**config.mk**
```make
export PLATFORM = sky130hd
export DESIGN_NAME = cnten_guard
export DESIGN_NICKNAME = d
export VERILOG_FILES = /design/src/rtl/cnten_pkg.sv /design/src/rtl/cnten_reg.sv /design/src/rtl/cnten_csr_port.sv /design/src/rtl/cnten_grant.sv /design/src/rtl/cnten_guard.sv
export SDC_FILE = /design/constraint.sdc
export NUM_CORES = 1
export LEC_CHECK = 0
export BUFFER_PORTS_ARGS = -buffer_cell sky130_fd_sc_hd__buf_2
export CORE_MARGIN = 2
export CORE_UTILIZATION = 45
export CTS_CLUSTER_DIAMETER = 60
export CTS_CLUSTER_SIZE = 30
export DETAILED_ROUTE_END_ITERATION = 12
export PLACE_DENSITY = 0.78
export SLEW_MARGIN = 20
export SYNTH_ARGS = -nofsm -noshare
export SYNTH_HDL_FRONTEND = slang
export SYNTH_SLANG_ARGS = --single-unit
```
**constraint.sdc**
```tcl
create_clock -name clk -period 3 [get_ports clk]
set_input_delay 0.3 -clock clk [delete_from_list [all_inputs] [get_ports clk]]
set_output_delay 0.3 -clock clk [all_outputs]
set_load 0.02 [all_outputs]
```
**src/rtl/cnten_pkg.sv**
```systemverilog
package cnten_pkg;

    localparam int ADDR_W = 12;

    typedef enum logic [1:0] {
        PRV_U = 2'd0,
        PRV_S = 2'd1,
        PRV_H = 2'd2,
        PRV_M = 2'd3
    } prv_e;

    // selection code equals the privilege level that owns the register
    typedef enum logic [1:0] {
        SEL_NONE = 2'd0,
        SEL_SUP  = 2'd1,
        SEL_HYP  = 2'd2,
        SEL_MAC  = 2'd3
    } ensel_e;

    localparam logic [ADDR_W-1:0] ADDR_MEN = 12'h320;
    localparam logic [ADDR_W-1:0] ADDR_HEN = 12'h220;
    localparam logic [ADDR_W-1:0] ADDR_SEN = 12'h120;

endpackage

```
**src/rtl/cnten_reg.sv**
```systemverilog
module cnten_reg #(
    parameter int           W       = 32,
    parameter logic [W-1:0] KEEP    = '1,
    parameter bit           PRESENT = 1'b1
) (
    input  logic         clk,
    input  logic         rst_n,
    input  logic         wr_en,
    input  logic [W-1:0] wdata,
    output logic [W-1:0] q
);

    generate
        if (PRESENT) begin : g_flop
            always_ff @(posedge clk or negedge rst_n) begin
                if (!rst_n) begin
                    q <= '0;
                end else if (wr_en) begin
                    q <= wdata & KEEP;
                end
            end
        end else begin : g_absent
            assign q = '0;
        end
    endgenerate

endmodule

```
**src/rtl/cnten_csr_port.sv**
```systemverilog
module cnten_csr_port
    import cnten_pkg::*;
#(
    parameter bit HAS_U = 1'b1,
    parameter bit HAS_S = 1'b1,
    parameter bit HAS_H = 1'b1,
    parameter int W     = 32
) (
    input  logic              csr_req,
    input  logic              csr_we,
    input  logic [ADDR_W-1:0] csr_addr,
    input  prv_e              priv,
    input  logic [W-1:0]      men,
    input  logic [W-1:0]      hen,
    input  logic [W-1:0]      sen,
    output logic [W-1:0]      rdata,
    output logic              illegal,
    output logic              we_m,
    output logic              we_h,
    output logic              we_s
);

    ensel_e sel;
    logic   present;
    logic   lvl_ok;
    logic   hit;
    logic   ok;

    always_comb begin
        case (csr_addr)
            ADDR_MEN: sel = SEL_MAC;
            ADDR_HEN: sel = SEL_HYP;
            ADDR_SEN: sel = SEL_SUP;
            default:  sel = SEL_NONE;
        endcase
    end

    always_comb begin
        case (sel)
            SEL_MAC: present = HAS_U;
            SEL_HYP: present = HAS_H;
            SEL_SUP: present = HAS_S;
            default: present = 1'b0;
        endcase
    end

    assign lvl_ok  = 2'(priv) >= 2'(sel);
    assign hit     = csr_req && (sel != SEL_NONE);
    assign ok      = hit && present && lvl_ok;
    assign illegal = hit && !(present && lvl_ok);

    always_comb begin
        rdata = '0;
        if (ok) begin
            case (sel)
                SEL_MAC: rdata = men;
                SEL_HYP: rdata = hen;
                SEL_SUP: rdata = sen;
                default: rdata = '0;
            endcase
        end
    end

    assign we_m = ok && csr_we && (sel == SEL_MAC);
    assign we_h = ok && csr_we && (sel == SEL_HYP);
    assign we_s = ok && csr_we && (sel == SEL_SUP);

endmodule

```
**src/rtl/cnten_grant.sv**
```systemverilog
module cnten_grant
    import cnten_pkg::*;
#(
    parameter bit HAS_U = 1'b1,
    parameter bit HAS_S = 1'b1,
    parameter bit HAS_H = 1'b1,
    parameter int W     = 32,
    localparam int IW   = $clog2(W)
) (
    input  logic [W-1:0]  men,
    input  logic [W-1:0]  hen,
    input  logic [W-1:0]  sen,
    input  prv_e          priv,
    input  logic          cnt_rd,
    input  logic [IW-1:0] cnt_idx,
    output logic          cnt_illegal
);

    logic [W-1:0] perm_h;
    logic [W-1:0] perm_s;
    logic [W-1:0] perm_u;
    logic [W-1:0] perm_cur;

    // machine level feeds the first implemented mode below it
    generate
        if (HAS_H) begin : g_h
            assign perm_h = men;
        end else begin : g_no_h
            assign perm_h = '0;
        end

        if (HAS_S && HAS_H) begin : g_s_via_h
            assign perm_s = perm_h & hen;
        end else if (HAS_S) begin : g_s_direct
            assign perm_s = men;
        end else begin : g_no_s
            assign perm_s = '0;
        end

        if (HAS_U && HAS_S) begin : g_u_via_s
            assign perm_u = perm_s & sen;
        end else if (HAS_U && HAS_H) begin : g_u_via_h
            assign perm_u = perm_h;
        end else if (HAS_U) begin : g_u_direct
            assign perm_u = men;
        end else begin : g_no_u
            assign perm_u = '0;
        end
    endgenerate

    always_comb begin
        unique case (priv)
            PRV_M:   perm_cur = '1;
            PRV_H:   perm_cur = perm_h;
            PRV_S:   perm_cur = perm_s;
            PRV_U:   perm_cur = perm_u;
            default: perm_cur = '0;
        endcase
    end

    assign cnt_illegal = cnt_rd && !perm_cur[cnt_idx];

endmodule

```
**src/rtl/cnten_guard.sv**
```systemverilog
module cnten_guard
    import cnten_pkg::*;
#(
    parameter bit               HAS_U   = 1'b1,
    parameter bit               HAS_S   = 1'b1,
    parameter bit               HAS_H   = 1'b1,
    parameter int               CNT_W   = 32,
    parameter logic [CNT_W-1:0] M_WMASK = 32'h7FFF_FFFF,
    parameter logic [CNT_W-1:0] H_WMASK = 32'hFFFF_FFFF,
    parameter logic [CNT_W-1:0] S_WMASK = 32'hFFFF_FFF7,
    localparam int              IDX_W   = $clog2(CNT_W)
) (
    input  logic              clk,
    input  logic              rst_n,
    input  logic              csr_req,
    input  logic              csr_we,
    input  logic [ADDR_W-1:0] csr_addr,
    input  logic [CNT_W-1:0]  csr_wdata,
    output logic [CNT_W-1:0]  csr_rdata,
    output logic              csr_illegal,
    input  logic [1:0]        priv,
    input  logic              cnt_rd,
    input  logic [IDX_W-1:0]  cnt_idx,
    output logic              cnt_illegal
);

    prv_e             cur_prv;
    logic [CNT_W-1:0] men_q;
    logic [CNT_W-1:0] hen_q;
    logic [CNT_W-1:0] sen_q;
    logic             we_m;
    logic             we_h;
    logic             we_s;

    assign cur_prv = prv_e'(priv);

    cnten_reg #(.W(CNT_W), .KEEP(M_WMASK), .PRESENT(HAS_U)) u_men (
        .clk(clk), .rst_n(rst_n), .wr_en(we_m), .wdata(csr_wdata), .q(men_q)
    );

    cnten_reg #(.W(CNT_W), .KEEP(H_WMASK), .PRESENT(HAS_H)) u_hen (
        .clk(clk), .rst_n(rst_n), .wr_en(we_h), .wdata(csr_wdata), .q(hen_q)
    );

    cnten_reg #(.W(CNT_W), .KEEP(S_WMASK), .PRESENT(HAS_S)) u_sen (
        .clk(clk), .rst_n(rst_n), .wr_en(we_s), .wdata(csr_wdata), .q(sen_q)
    );

    cnten_csr_port #(.HAS_U(HAS_U), .HAS_S(HAS_S), .HAS_H(HAS_H), .W(CNT_W)) u_port (
        .csr_req (csr_req),
        .csr_we  (csr_we),
        .csr_addr(csr_addr),
        .priv    (cur_prv),
        .men     (men_q),
        .hen     (hen_q),
        .sen     (sen_q),
        .rdata   (csr_rdata),
        .illegal (csr_illegal),
        .we_m    (we_m),
        .we_h    (we_h),
        .we_s    (we_s)
    );

    cnten_grant #(.HAS_U(HAS_U), .HAS_S(HAS_S), .HAS_H(HAS_H), .W(CNT_W)) u_grant (
        .men        (men_q),
        .hen        (hen_q),
        .sen        (sen_q),
        .priv       (cur_prv),
        .cnt_rd     (cnt_rd),
        .cnt_idx    (cnt_idx),
        .cnt_illegal(cnt_illegal)
    );

endmodule

```
Word level (Yosys, flattened, before mapping)
Index checks and enable logic that the tools add are counted.
{"block": "word_totals", "regBits": 94, "input_bits": 56, "output_inout_bits": 34, "word_cells": 38}
{"block": "op_classes", "magnitude_cmp": 2, "n_eq_ne": 9, "muxes": 7, "n_bitwise": 2, "n_reduce_logical": 15}
{"operator": "$pmux W32 S4", "n": 1}
{"operator": "$pmux W32 S3", "n": 1}
{"operator": "$and A31 B32 Y32", "n": 1}
{"operator": "$and A32 B32 Y32", "n": 1}
{"operator": "$mux W32", "n": 1}
{"operator": "$eq A12 B10 Y1 const B", "n": 2}
{"operator": "$eq A12 B9 Y1 const B", "n": 1}
{"operator": "$logic_and A1 B1 Y1", "n": 10}
{"operator": "$eq A2 B2 Y1 const B", "n": 4}
{"operator": "$lt A5 B6 Y1 const B", "n": 1}
{"operator": "$pmux W2 S3", "n": 1}
{"operator": "$bmux W1 S5", "n": 1}
{"operator": "$eq A2 B1 Y1 const B", "n": 2}
{"operator": "$reduce_or A3 Y1", "n": 1}
{"operator": "$ge A2 B2 Y1", "n": 1}
{"operator": "$logic_not A1 Y1", "n": 2}
{"operator": "$logic_not A2 Y1", "n": 1}
{"operator": "$mux W1", "n": 2}
{"operator": "$reduce_bool A2 Y1", "n": 1}

Longest topological paths before layout
Gate-level depths: netlist (run 1).
{"block": "depth", "ltp_word": 9, "ltp_mapped": 10}

Cells and area by module
Synthesis (run 1) repeated with hierarchy kept, for this count alone.
{"block": "unflattened", "hier_cells": 450, "area_unflattened_um2": 5709.2}
{"module": "cnten_reg (u_men ...)", "instances": 2, "cells_per_inst": 67, "area_per_inst_um2": 1169.9, "seq_area_each_um2": 775.7}
{"module": "cnten_reg (u_hen)", "instances": 1, "cells_per_inst": 68, "area_per_inst_um2": 1345.0, "seq_area_each_um2": 800.8}
{"module": "cnten_csr_port", "instances": 1, "cells_per_inst": 139, "area_per_inst_um2": 1174.9, "seq_area_each_um2": 0.0}
{"module": "cnten_grant", "instances": 1, "cells_per_inst": 109, "area_per_inst_um2": 849.6, "seq_area_each_um2": 0.0}

Least setup slack after synthesis (run 1)
No wires, ideal clock.
{"block": "synth_path", "path_type": "in2out", "from": "input port csr_addr[4]", "to": "output port csr_illegal", "t_arrival_ps": 2435, "slack_ps": 265, "stages": 6, "n_path_buf": 0, "cell_sequence": "nor4b_2 nand4_1 nor2_1 ha_1 nand2b_1 a2111oi_0"}
{"block": "synth_between", "elab_chain_len": 8, "elab_cells_between_ends": 15, "classes_between": "order compare: 1; eq/ne: 6; mux: 2; reduce/logical: 6"}
{"element": "start, declared", "line": "cnten_guard.sv:17", "text": "input logic [ADDR_W-1:0] csr_addr,"}
{"element": "$eq A12 B9 Y1 / $eq A12 B10 Y1 (equally long branches)", "line": "cnten_csr_port.sv:30", "text": "case (csr_addr)"}
{"element": "$pmux W2 S3 (*)", "line": "cnten_csr_port.sv:30"}
{"element": "$eq A2 B1 Y1 / $eq A2 B2 Y1 (equally long branches)", "line": "cnten_csr_port.sv:39", "text": "case (sel)"}
{"element": "$reduce_or A3 Y1 (no source line)"}
{"element": "$mux W1", "line": "cnten_csr_port.sv:39"}
{"element": "$logic_and A1 B1 Y1", "line": "cnten_csr_port.sv:50", "text": "assign illegal = hit && !(present && lvl_ok);"}
{"element": "$logic_not A1 Y1", "line": "cnten_csr_port.sv:50"}
{"element": "$logic_and A1 B1 Y1 (*)", "line": "cnten_csr_port.sv:50"}
{"element": "end, declared", "line": "cnten_guard.sv:20", "text": "output logic csr_illegal,"}
Every way passes the cells marked *; elsewhere a longest branch is shown, timed or not.

Worst setup path in the final report (run 1)
{"block": "layout_path", "from": "input port priv[0]", "to": "output port cnt_illegal"}
{"block": "layout_between", "elab_chain_len": 6, "elab_cells_between_ends": 9, "classes_between": "eq/ne: 3; mux: 3; reduce/logical: 3"}
{"element": "start, declared", "line": "cnten_guard.sv:21", "text": "input logic [1:0] priv,"}
{"element": "$eq A2 B1 Y1, or another cell as far along", "line": "cnten_grant.sv:52", "text": "unique case (priv)"}
{"element": "$pmux W32 S4 (*)", "line": "cnten_grant.sv:52"}
{"element": "$bmux W1 S5 (*)", "line": "cnten_grant.sv:61", "text": "assign cnt_illegal = cnt_rd && !perm_cur[cnt_idx];"}
{"element": "$mux W1 (implied by the code) (*)", "line": "cnten_grant.sv:61"}
{"element": "$logic_not A1 Y1 (*)", "line": "cnten_grant.sv:61"}
{"element": "$logic_and A1 B1 Y1 (*)", "line": "cnten_grant.sv:61"}
{"element": "end, declared", "line": "cnten_guard.sv:24", "text": "output logic cnt_illegal"}
Every way passes the cells marked *; elsewhere a longest branch is shown, timed or not. The select of a mux whose other input is x is not followed.

==> results of run 1 <==
[worst max path at each step]
stage / slack (ps) / end / from
floorplan: 270 / csr_illegal / csr_addr[4]
global placement: 400 / u_hen.q[17]$_DFFE_PN0P_ / csr_addr[4]
detailed placement: 330 / u_hen.q[31]$_DFFE_PN0P_ / csr_addr[4]
CTS: 300 / csr_rdata[13] / csr_addr[4]
global route: 210 / csr_rdata[13] / csr_addr[4]
finish: 310 / cnt_illegal / priv[0]
[metrics by stage]
stage | setup slack (ps) | util, % | cell area, um^2
6_report | 307 | 54.2 | 5820
4_1_cts | 301 | 54.1 | 5820
3_5_place_dp | 328 | 51.8 | 5560
2_1_floorplan | 265 | - | 4900
3_3_place_gp | 398 | 51.8 | 5560
5_1_grt | 209 | 54.1 | 5820
[kinds of logic (layout without fill, tap and decap cells)]
logic type               after synthesis  after routing  share of synthesized area, %
AO/OA/AOI/OAI                        102            102                          17.2
adder cells (fa/ha/maj)                2              2                         0.511
buffers and inverters                 40            132                          3.37
AND/OR/NAND/NOR                       74             74                          7.43
multiplexers                         103            103                          23.5
other                                  0              1                             0
flip-flops                            94             94                          48.0
[placed cells by master (no fill, tap or decap), types with 3 or more instances in the layout]
cell type and instances:
clkbuf_8 9, nand3_1 8, nand4_1 3, a222oi_1 30, inv_1 6, bufinv_16 3, mux2_2 79, a21oi_1 5
mux2_1 18, a31oi_1 3, buf_4 19, o2111ai_1 4, o21ai_0 3, nand2_1 5, o21a_1 17, dfrtp_1 94
mux2i_1 6, buf_2 88, o211ai_1 20, nor2_1 42, a2111oi_0 6, or2_2 3
[state kept, by name (all words and copies together) (netlist names)]
name	flops
u_hen.q	32
u_men.q	31
u_sen.q	31
[power by group through the flow]
stage | combinational [uW] | clock (uW) | sequential (uW)
2_1_floorplan | 49.8 | 0 | 1290
3_3_place_gp | 152 | 0 | 1290
3_5_place_dp | 156 | 0 | 1290
4_1_cts | 158 | 1040 | 1270
5_1_grt | 175 | 1100 | 1270
6_report | 158 | 1020 | 1270
[worst max-delay path: cells and delay by family]
family | cells | cell delay (ps)
AOI/OAI and AO/OA | 4 | 1310
buffers and inverters | 3 | 750
[routing by layer]
metal / up-vias / global-route usage, % / wire, um
met5: - / 0 / 0
met4: 0 / 8.61 / 182
met3: 19 / 4.22 / 1010
met2: 201 / 40.1 / 6620
met1: 1991 / 30.1 / 5550
li1: 1793 / - / -
[final cells by class]
cell class | instances | area [um^2]
fill | 933 | 4930
multi-input combinational | 281 | 2390
sequential | 94 | 2350
timing repair buffer | 110 | 633
tap | 140 | 175
clock buffer | 10 | 128
clock inverter | 6 | 118
inverter | 6 | 22.5
antenna | 1 | 2.50
==> flow_summary.json, run 1 <==
{
  "finalNetCount": 560,
  "reg2reg_from": "u_sen.q[16]$_DFFE_PN0P_",
  "place_inst": 630,
  "reg2regPathDepth": 1,
  "startpoint_type": "primary input",
  "worst-slew-pin-transition_ps": 636,
  "die_x_um": 108,
  "synth_top_area_share_pct": 48.0,
  "hp-start": "csr_wdata[17]",
  "first_iter_violations": 392,
  "synthArstFlopShare_pct": 100,
  "synthTopCellsByArea": "dfrtp_1 (48%), mux2_2 (18%), a222oi_1 (6.1%)",
  "ctsHtreeMaxLevel": 3,
  "finalNonFillerCells": 648,
  "cp_common_cell": "buf_2",
  "rr_endpoint": "u_sen.q[16]$_DFFE_PN0P_",
  "viasPerCell": 6.18,
  "first_global_vias": 4194,
  "clock-sinks": 94,
  "grt_pass1_wl_um": 21300,
  "fin_worst_skew_ps": 0,
  "yosys_warnings": 0,
  "fp-row-count": 38,
  "crit_type": "primary input to primary output",
  "crit_required_ps": 2700,
  "syn_avg_cell_area_um2": 11.8,
  "ioPinCount": 90,
  "area_growth_pct": 18.8,
  "slowest_delay_ps": 610,
  "end_kind": "primary output",
  "fin_crit_ps": 2690,
  "maxSlewViolCount": 0,
  "worstPathMaxFanout": 18,
  "status": "finished, final reports clean",
  "hold_ws_ps": 160,
  "yosys-top-cells-count": "dfrtp_1 (94), mux2_2 (79), nor2_1 (42)",
  "synth_flop_cell": "dfrtp_1",
  "cts_made_buffers": 9,
  "yosysMostFrequentCell": "dfrtp_1",
  "setup_violations": 0,
  "syn_area_um2": 4900,
  "synth_edf_count": 0,
  "hold_path_class": "primary input to register",
  "synth_seq_cells": 94,
  "ys_seq_area_share_pct": 48.0,
  "cts_resized": 0,
  "core_um2": 10700,
  "synth.distinct_cells": 41,
  "cts.clk_slew.worst_paths_ps": 100,
  "cts_tree": "done",
  "syn_nets": 473,
  "seq_power_share_pct": 51.7,
  "dr_total_vias": 4004,
  "p_total_uw": 2450,
  "grt_usage_pct": 23.5,
  "clockPowerShare_pct": 41.8,
  "power_frac_comb_pct": 6.5,
  "path_cells": "buf_2 > buf_4 > o211ai_1 > a2111oi_0 > o32ai_1 > a221o_1 > buf_2",
  "synthCells": 415,
  "start_util_pct": 45.6,
  "drc": 0,
  "leakagePower_uw": 0.00282,
  "port_buffers": 89,
  "dp_hpwl_um": 8990,
  "gr-total-overflow": 0,
  "routed_wl_um": 13400,
  "drv_cap": 0,
  "slowest_stage": "a2111oi_0",
  "rsz0062_at_grt": "no",
  "fmax_mhz": 371,
  "die_h_um": 108,
  "hold_violations": 0,
  "switching_power_uw": 565,
  "root_buffer": "clkbuf_8",
  "hold_end": "u_hen.q[17]$_DFFE_PN0P_",
  "routabilityCongestion": 0.849,
  "r2r_slack_ps": 2160,
  "swShare_pct": 23.1,
  "postCtsSetupBuffers": 0,
  "wl_per_cell_um": 20.6,
  "crit_arrival_ps": 2390,
  "ant_nets": 0,
  "die_area_um2": 11700,
  "power_density_nw_per_um2": 421,
  "hold_buffers": 1,
  "internal_power_uw": 1880,
  "grt_max_degree": 95,
  "clock_latency_ps": 360,
  "slew_headroom_pct": 56.5,
  "synth_top_cell_by_area": "dfrtp_1",
  "drive_gt1_share_pct": 41.6,
  "ir_drop_mv": 0.251,
  "fin_setup_tns_ps": 0,
  "final.period_utilization_pct": 89.8,
  "grt_antenna_before_repair": 1,
  "clockBufferDepth": 2,
  "hold_depth": 2,
  "drt_pass1_iterations": 7
}
No activity file was read; power rests on OpenSTA's default activity.
==> inputs of run 2 (changes only) <==
Settings changed: ABC_AREA from default to 1, PLACE_DENSITY 0.78 to 0.77.
==> flow_summary.json, run 2 <==
{
  "fmax_mhz": 372,
  "cts_tree": "done",
  "yosysMostFrequentCell": "nand2_1",
  "syn_area_um2": 5210,
  "crit_type": "primary input to primary output",
  "maxSlewViolCount": 0,
  "end_kind": "primary output",
  "cts.clk_slew.worst_paths_ps": 70,
  "yosys_warnings": 0,
  "yosys-top-cells-count": "nand2_1 (232), dfrtp_1 (94), inv_1 (87)",
  "reg_top3": "u_hen.q x32, u_men.q x31, u_sen.q x31",
  "slowest_delay_ps": 300,
  "synth_flop_cell": "dfrtp_1",
  "n_fill_cell": 1113,
  "clock-sinks": 94,
  "violations": "hold timing",
  "fin_worst_skew_ps": 0,
  "drt_pass1_iterations": 5,
  "rsz0062_at_grt": "no",
  "cts_resized": 0,
  "die_area_um2": 12500,
  "crit_arrival_ps": 2390,
  "final_common_cell": "nand2_1",
  "worstPathMaxFanout": 32,
  "synthTopCellsByArea": "dfrtp_1 (45%), nand2_1 (17%), o21ai_1 (7.9%)",
  "synth_top_area_share_pct": 45.1,
  "gr-total-overflow": 0,
  "drc": 0,
  "synth_edf_count": 0,
  "power_density_nw_per_um2": 433,
  "port_buffers": 89,
  "fin_crit_ps": 2690,
  "slowest_stage": "a21oi_1",
  "start_util_pct": 45.9,
  "ir_drop_mv": 0.234,
  "largest_reg_flops": 32,
  "routabilityCongestion": 0.869,
  "synth_top_cell_by_area": "dfrtp_1",
  "synthMuxAreaShare_pct": 0,
  "leakagePower_uw": 0.00297,
  "grt_max_degree": 95,
  "viasPerCell": 5.39,
  "synthArstFlopShare_pct": 100,
  "synth_seq_cells": 94,
  "postCtsSetupBuffers": 0,
  "synth_compound_area_share_pct": 16.9,
  "slew_headroom_pct": 66.1,
  "synth.distinct_cells": 27,
  "final_area_um2": 6190,
  "grt_pass1_wl_um": 25200,
  "worst-slew-pin-transition_ps": 508,
  "finalNetCount": 875,
  "layout_common_cells": "nand2_1 (232), dfrtp_1 (94), buf_2 (88)",
  "ctsHtreeMaxLevel": 3,
  "antenna_cells": 0,
  "ys_seq_area_share_pct": 45.1,
  "synth_top_family_by_area": "simple AND/OR/NAND/NOR gates",
  "root_buffer": "clkbuf_16",
  "syn_avg_cell_area_um2": 7.05,
  "dr_total_vias": 5203,
  "first_global_vias": 5053,
  "cts_made_buffers": 9,
  "ioPinCount": 90,
  "die_x_um": 112,
  "setup_violations": 0,
  "grt_antenna_before_repair": 0,
  "hold_violations": 4,
  "status": "finished with violations",
  "grt_usage_pct": 24.9,
  "dp_hpwl_um": 10200,
  "yosys.area_share.simple_pct": 27.4,
  "first_iter_violations": 481,
  "clock_latency_ps": 330,
  "fp-row-count": 39,
  "synth_xor_area_share_pct": 0,
  "drive_gt1_share_pct": 16.1,
  "synthCells": 740,
  "ant_nets": 0,
  "path_cells": "buf_2 > or2_1 > nor3_4 > nand3_1 > inv_1 > ha_1 > nor2_1 > inv_1 > a21oi_1 > nor2_4 > inv_2 > buf_12 > a31oi_1 > buf_2",
  "synth_fa_ha_area_share_pct": 0.480,
  "drv_cap": 0,
  "syn_nets": 798,
  "crit_required_ps": 2700,
  "startpoint_type": "primary input",
  "area_growth_pct": 18.8,
  "core_um2": 11400,
  "fin_setup_tns_ps": 0,
  "hold_path_class": "primary input to async pin",
  "die_h_um": 112,
  "wl_per_cell_um": 15.5,
  "layout_setup_ws_ps": 313,
  "regMostFlops": "u_hen.q",
  "routed_wl_um": 14900,
  "place_ws_ps": 311,
  "final.period_utilization_pct": 89.6,
  "hold_ws_ps": -8.10,
  "clockBufferDepth": 2,
  "hold_buffers": 0,
  "placed_area_um2": 5870
}
==> run 2: area by class of cell <==
class	count	area, um^2	share of cell area [%]
clock buffer	10	229	3.70
inverter	90	338	5.45
tap	143	179	2.89
timing repair buffer	110	668	10.8
clock inverter	6	92.6	1.49
multi-input combinational	512	2330	37.7
sequential	94	2350	38.0
==> run 2: where the power goes <==
| group | switching (uW) | internal (uW) | leakage, uW |
|---|---|---|---|
| Sequential | 0.00289 | 1270 | 0.00131 |
| Clock | 490 | 736 | 0.000150 |
| Combinational | 131 | 58.3 | 0.00151 |
==> run 2: worst paths after layout <==
path / startpoint / endpoint / slack, ps / cells past startpoint
worst max-delay path: csr_addr[1] / csr_rdata[20] / 310 / 14
worst min-delay path: rst_n / u_hen.q[31]$_DFFE_PN0P_ / -8 / 2
worst max register to register: u_men.q[1]$_DFFE_PN0P_ / u_men.q[1]$_DFFE_PN0P_ / 2290 / 2
worst min register to register: u_men.q[30]$_DFFE_PN0P_ / u_men.q[30]$_DFFE_PN0P_ / 490 / 2
max in group asynchronous: rst_n / u_men.q[0]$_DFFE_PN0P_ / 2620 / 2
min in group clk: csr_wdata[31] / u_hen.q[31]$_DFFE_PN0P_ / 220 / 3
==> run 2: logic make-up after synthesis <==
| family | count (synthesis) |
|---|---|
| compound gates | 169 |
| flops | 94 |
| simple gates | 341 |
| fa+ha+maj | 2 |
| buf+inv | 134 |
==> run 2: through the flow <==
step | utilization, % | power [uW] | std cells | hold WS, ps
final | 54.5 | 2680 | 965 | -8.10
after global routing | 54.5 | 2770 | 965 | 31.3
after CTS | 54.5 | 2700 | 965 | 27.2
after detailed placement | 51.6 | 1480 | 949 | 393
after global placement | 51.6 | 1480 | 949 | 394
after floorplan | - | 1370 | 740 | 4.41
==> run 2: worst max-delay path: cells and delay by family <==
| kind | cells | cell delay, ps |
|---|---|---|
| compound gates | 2 | 360 |
| fa+ha+maj | 1 | 220 |
| buf+inv | 6 | 660 |
| simple gates | 5 | 830 |
==> run 2: per-layer routing <==
layer / GRT usage (%) / routed length (um) / vias to the layer above
li1: - / - / 2554
met2: 39.4 / 6960 / 235
met3: 4.14 / 1210 / 27
met4: 8.72 / 390 / 0
met5: 0 / 0 / -
met1: 35.1 / 6380 / 2387
==> inputs of run 3 (changes only) <==
Settings changed: MAX_ROUTING_LAYER from default to met4, PLACE_DENSITY 0.77 to 0.76, SYNTH_HIERARCHICAL from default to 1.
==> flow_summary.json, run 3 <==
{
  "viasPerCell": 5.53,
  "crit_required_ps": 2700,
  "routabilityCongestion": 0.849,
  "ctsHtreeMaxLevel": 3,
  "fin_setup_tns_ps": 0,
  "power_density_nw_per_um2": 383,
  "setup_violations": 0,
  "cts.clk_slew.worst_paths_ps": 60,
  "syn_avg_cell_area_um2": 6.86,
  "path_cells": "buf_2 > nor2_1 > nand2_1 > nor2_4 > buf_4 > buf_4 > nand4_1 > nand3_1 > nand2_1 > inv_1 > buf_2",
  "ir_drop_mv": 0.198,
  "synthTopCellsByArea": "dfrtp_1 (38%), nand2_1 (24%), nand4_1 (9.8%)",
  "die_h_um": 121,
  "grt_pass1_wl_um": 29800,
  "core_um2": 13300,
  "cts_tree": "done",
  "fin_worst_skew_ps": 0,
  "fp-row-count": 42,
  "synth_flop_cell": "dfrtp_1",
  "drive_gt1_share_pct": 17.0,
  "synth.distinct_cells": 34,
  "fmax_mhz": 383,
  "synthArstFlopShare_pct": 100,
  "antenna_cells": 0,
  "grt_usage_pct": 26.3,
  "startpoint_type": "primary input",
  "routed_wl_um": 18200,
  "status": "finished with violations",
  "ant_nets": 0,
  "rr_endpoint": "u_men/q[1]$_DFFE_PN0P_",
  "syn_area_um2": 6150,
  "hold_buffers": 0,
  "yosys_warnings": 6,
  "violations": "hold timing",
  "worstPathMaxFanout": 57,
  "grt_max_degree": 66,
  "dr_total_vias": 6254,
  "clock_latency_ps": 350,
  "reg_top3": "u_hen/q x32, u_men/q x31, u_sen/q x31",
  "hold_ws_ps": -21.8,
  "synth_edf_count": 0,
  "slowest_stage": "buf_4",
  "drv_cap": 0,
  "start_util_pct": 46.2,
  "hold_path_class": "primary input to async pin",
  "p_total_uw": 2590,
  "fin_crit_ps": 2610,
  "clock-sinks": 94,
  "drc": 0,
  "cts_made_buffers": 9,
  "rsz0062_at_grt": "no",
  "port_buffers": 89,
  "r2r_slack_ps": 2330,
  "drt_pass1_iterations": 6,
  "reg2reg_from": "u_men/q[1]$_DFFE_PN0P_",
  "syn_nets": 954,
  "ys_seq_area_share_pct": 38.3,
  "die_x_um": 121,
  "worst-slew-pin-transition_ps": 836,
  "first_global_vias": 5889,
  "largest_reg_flops": 32,
  "leakagePower_uw": 0.00388,
  "cts_resized": 0,
  "gr-total-overflow": 0,
  "die_area_um2": 14600,
  "yosys-top-cells-count": "nand2_1 (391), nand4_1 (96), dfrtp_1 (94)",
  "slowest_delay_ps": 540,
  "first_iter_violations": 495,
  "regMostFlops": "u_hen/q",
  "synth_top_cell_by_area": "dfrtp_1",
  "layout_common_cells": "nand2_1 (391), nand4_1 (96), dfrtp_1 (94)",
  "synthCells": 896,
  "root_buffer": "clkbuf_16",
  "finalNetCount": 1008,
  "postCtsSetupBuffers": 0,
  "crit_type": "primary input to primary output",
  "final.period_utilization_pct": 87.1,
  "hold_violations": 24,
  "synth_top_area_share_pct": 38.3,
  "wl_per_cell_um": 16.1,
  "grt_antenna_before_repair": 0,
  "area_growth_pct": 9.93,
  "final_common_cell": "nand2_1",
  "end_kind": "primary output",
  "reg2regPathDepth": 2,
  "dp_hpwl_um": 11600,
  "clockBufferDepth": 2,
  "yosysMostFrequentCell": "nand2_1",
  "ioPinCount": 90,
  "crit_arrival_ps": 2310,
  "slew_headroom_pct": 44.2,
  "maxSlewViolCount": 0,
  "synth_seq_cells": 94
}
## run 3: cell types whose count changed after synthesis, moves of 18 or more
cell | previous run | this run
o21ai_0 | 39 | 9
nand4_1 | 26 | 96
nand3_1 | 30 | 73
a31oi_1 | 18 | 0
o21ai_1 | 82 | 7
inv_1 | 87 | 68
clkbuf_1 | 29 | 9
nand2_1 | 232 | 391
## run 3: worst max-delay path: cells and delay by family
kind,cells,cell delay [ps]
buf+inv,5,1230
simple gates,6,740
## run 3: kinds of logic after synthesis
family                   count (synthesis)  synth area share [%]
flip-flops                              94                  38.3
AND/OR/NAND/NOR                        621                  44.8
adder cells (fa/ha/maj)                  2                 0.407
AO/OA/AOI/OAI                           31                  2.99
other                                    2                 0.122
buffers and inverters                  146                  13.4
## run 3: how the worst max path moves through the flow
stage                 start                       to  slack [ps]  cells past startpoint
2_1_floorplan  csr_addr[10]              csr_illegal         590                     13
3_3_place_gp    csr_addr[5]  u_hen/q[21]$_DFFE_PN0P_         360                     17
3_5_place_dp    csr_addr[1]  u_hen/q[20]$_DFFE_PN0P_         240                     13
4_1_cts         csr_addr[1]            csr_rdata[14]         430                     11
5_1_grt         csr_addr[7]            csr_rdata[29]         130                     11
6_report        csr_addr[1]            csr_rdata[10]         390                     11
## run 3: through the flow
step                      instance area (um^2)  std cells  utilization, %  hold WS [ps]  worst slack (ps)
after floorplan                           6150        896               -          4.41               594
after global placement                    6480       1115            48.7           360               356
after detailed placement                  6480       1115            48.7           367               238
after CTS                                 6760       1130            50.8          1.96               432
after global routing                      6760       1130            50.8          25.1               132
final                                     6760       1130            50.8         -21.8               387
## run 3: where the power goes
| part | total (uW) | internal, uW | switching, uW |
|---|---|---|---|
| registers | 1270 | 1270 | 0.00404 |
| clock network | 1090 | 602 | 487 |
| logic | 230 | 60.5 | 169 |
## run 3: routing by layer
metal / GRT usage (%) / vias up / wire, um
li1: - / 2974 / -
met1: 34.9 / 2911 / 7680
met2: 40.7 / 344 / 8420
met3: 4.42 / 25 / 1830
met4: 9.52 / 0 / 312
met5: - / - / 0
## run 3: final cells by class
| class | instances | area (um^2) |
|---|---|---|
| clock buffers | 12 | 256 |
| multi-input cells | 656 | 2980 |
| flip-flops and latches | 94 | 2350 |
| clock inverters | 3 | 20.0 |
| repair buffers | 109 | 623 |
| well taps | 176 | 220 |
| fillers | 1354 | 6540 |
| inverters | 80 | 309 |
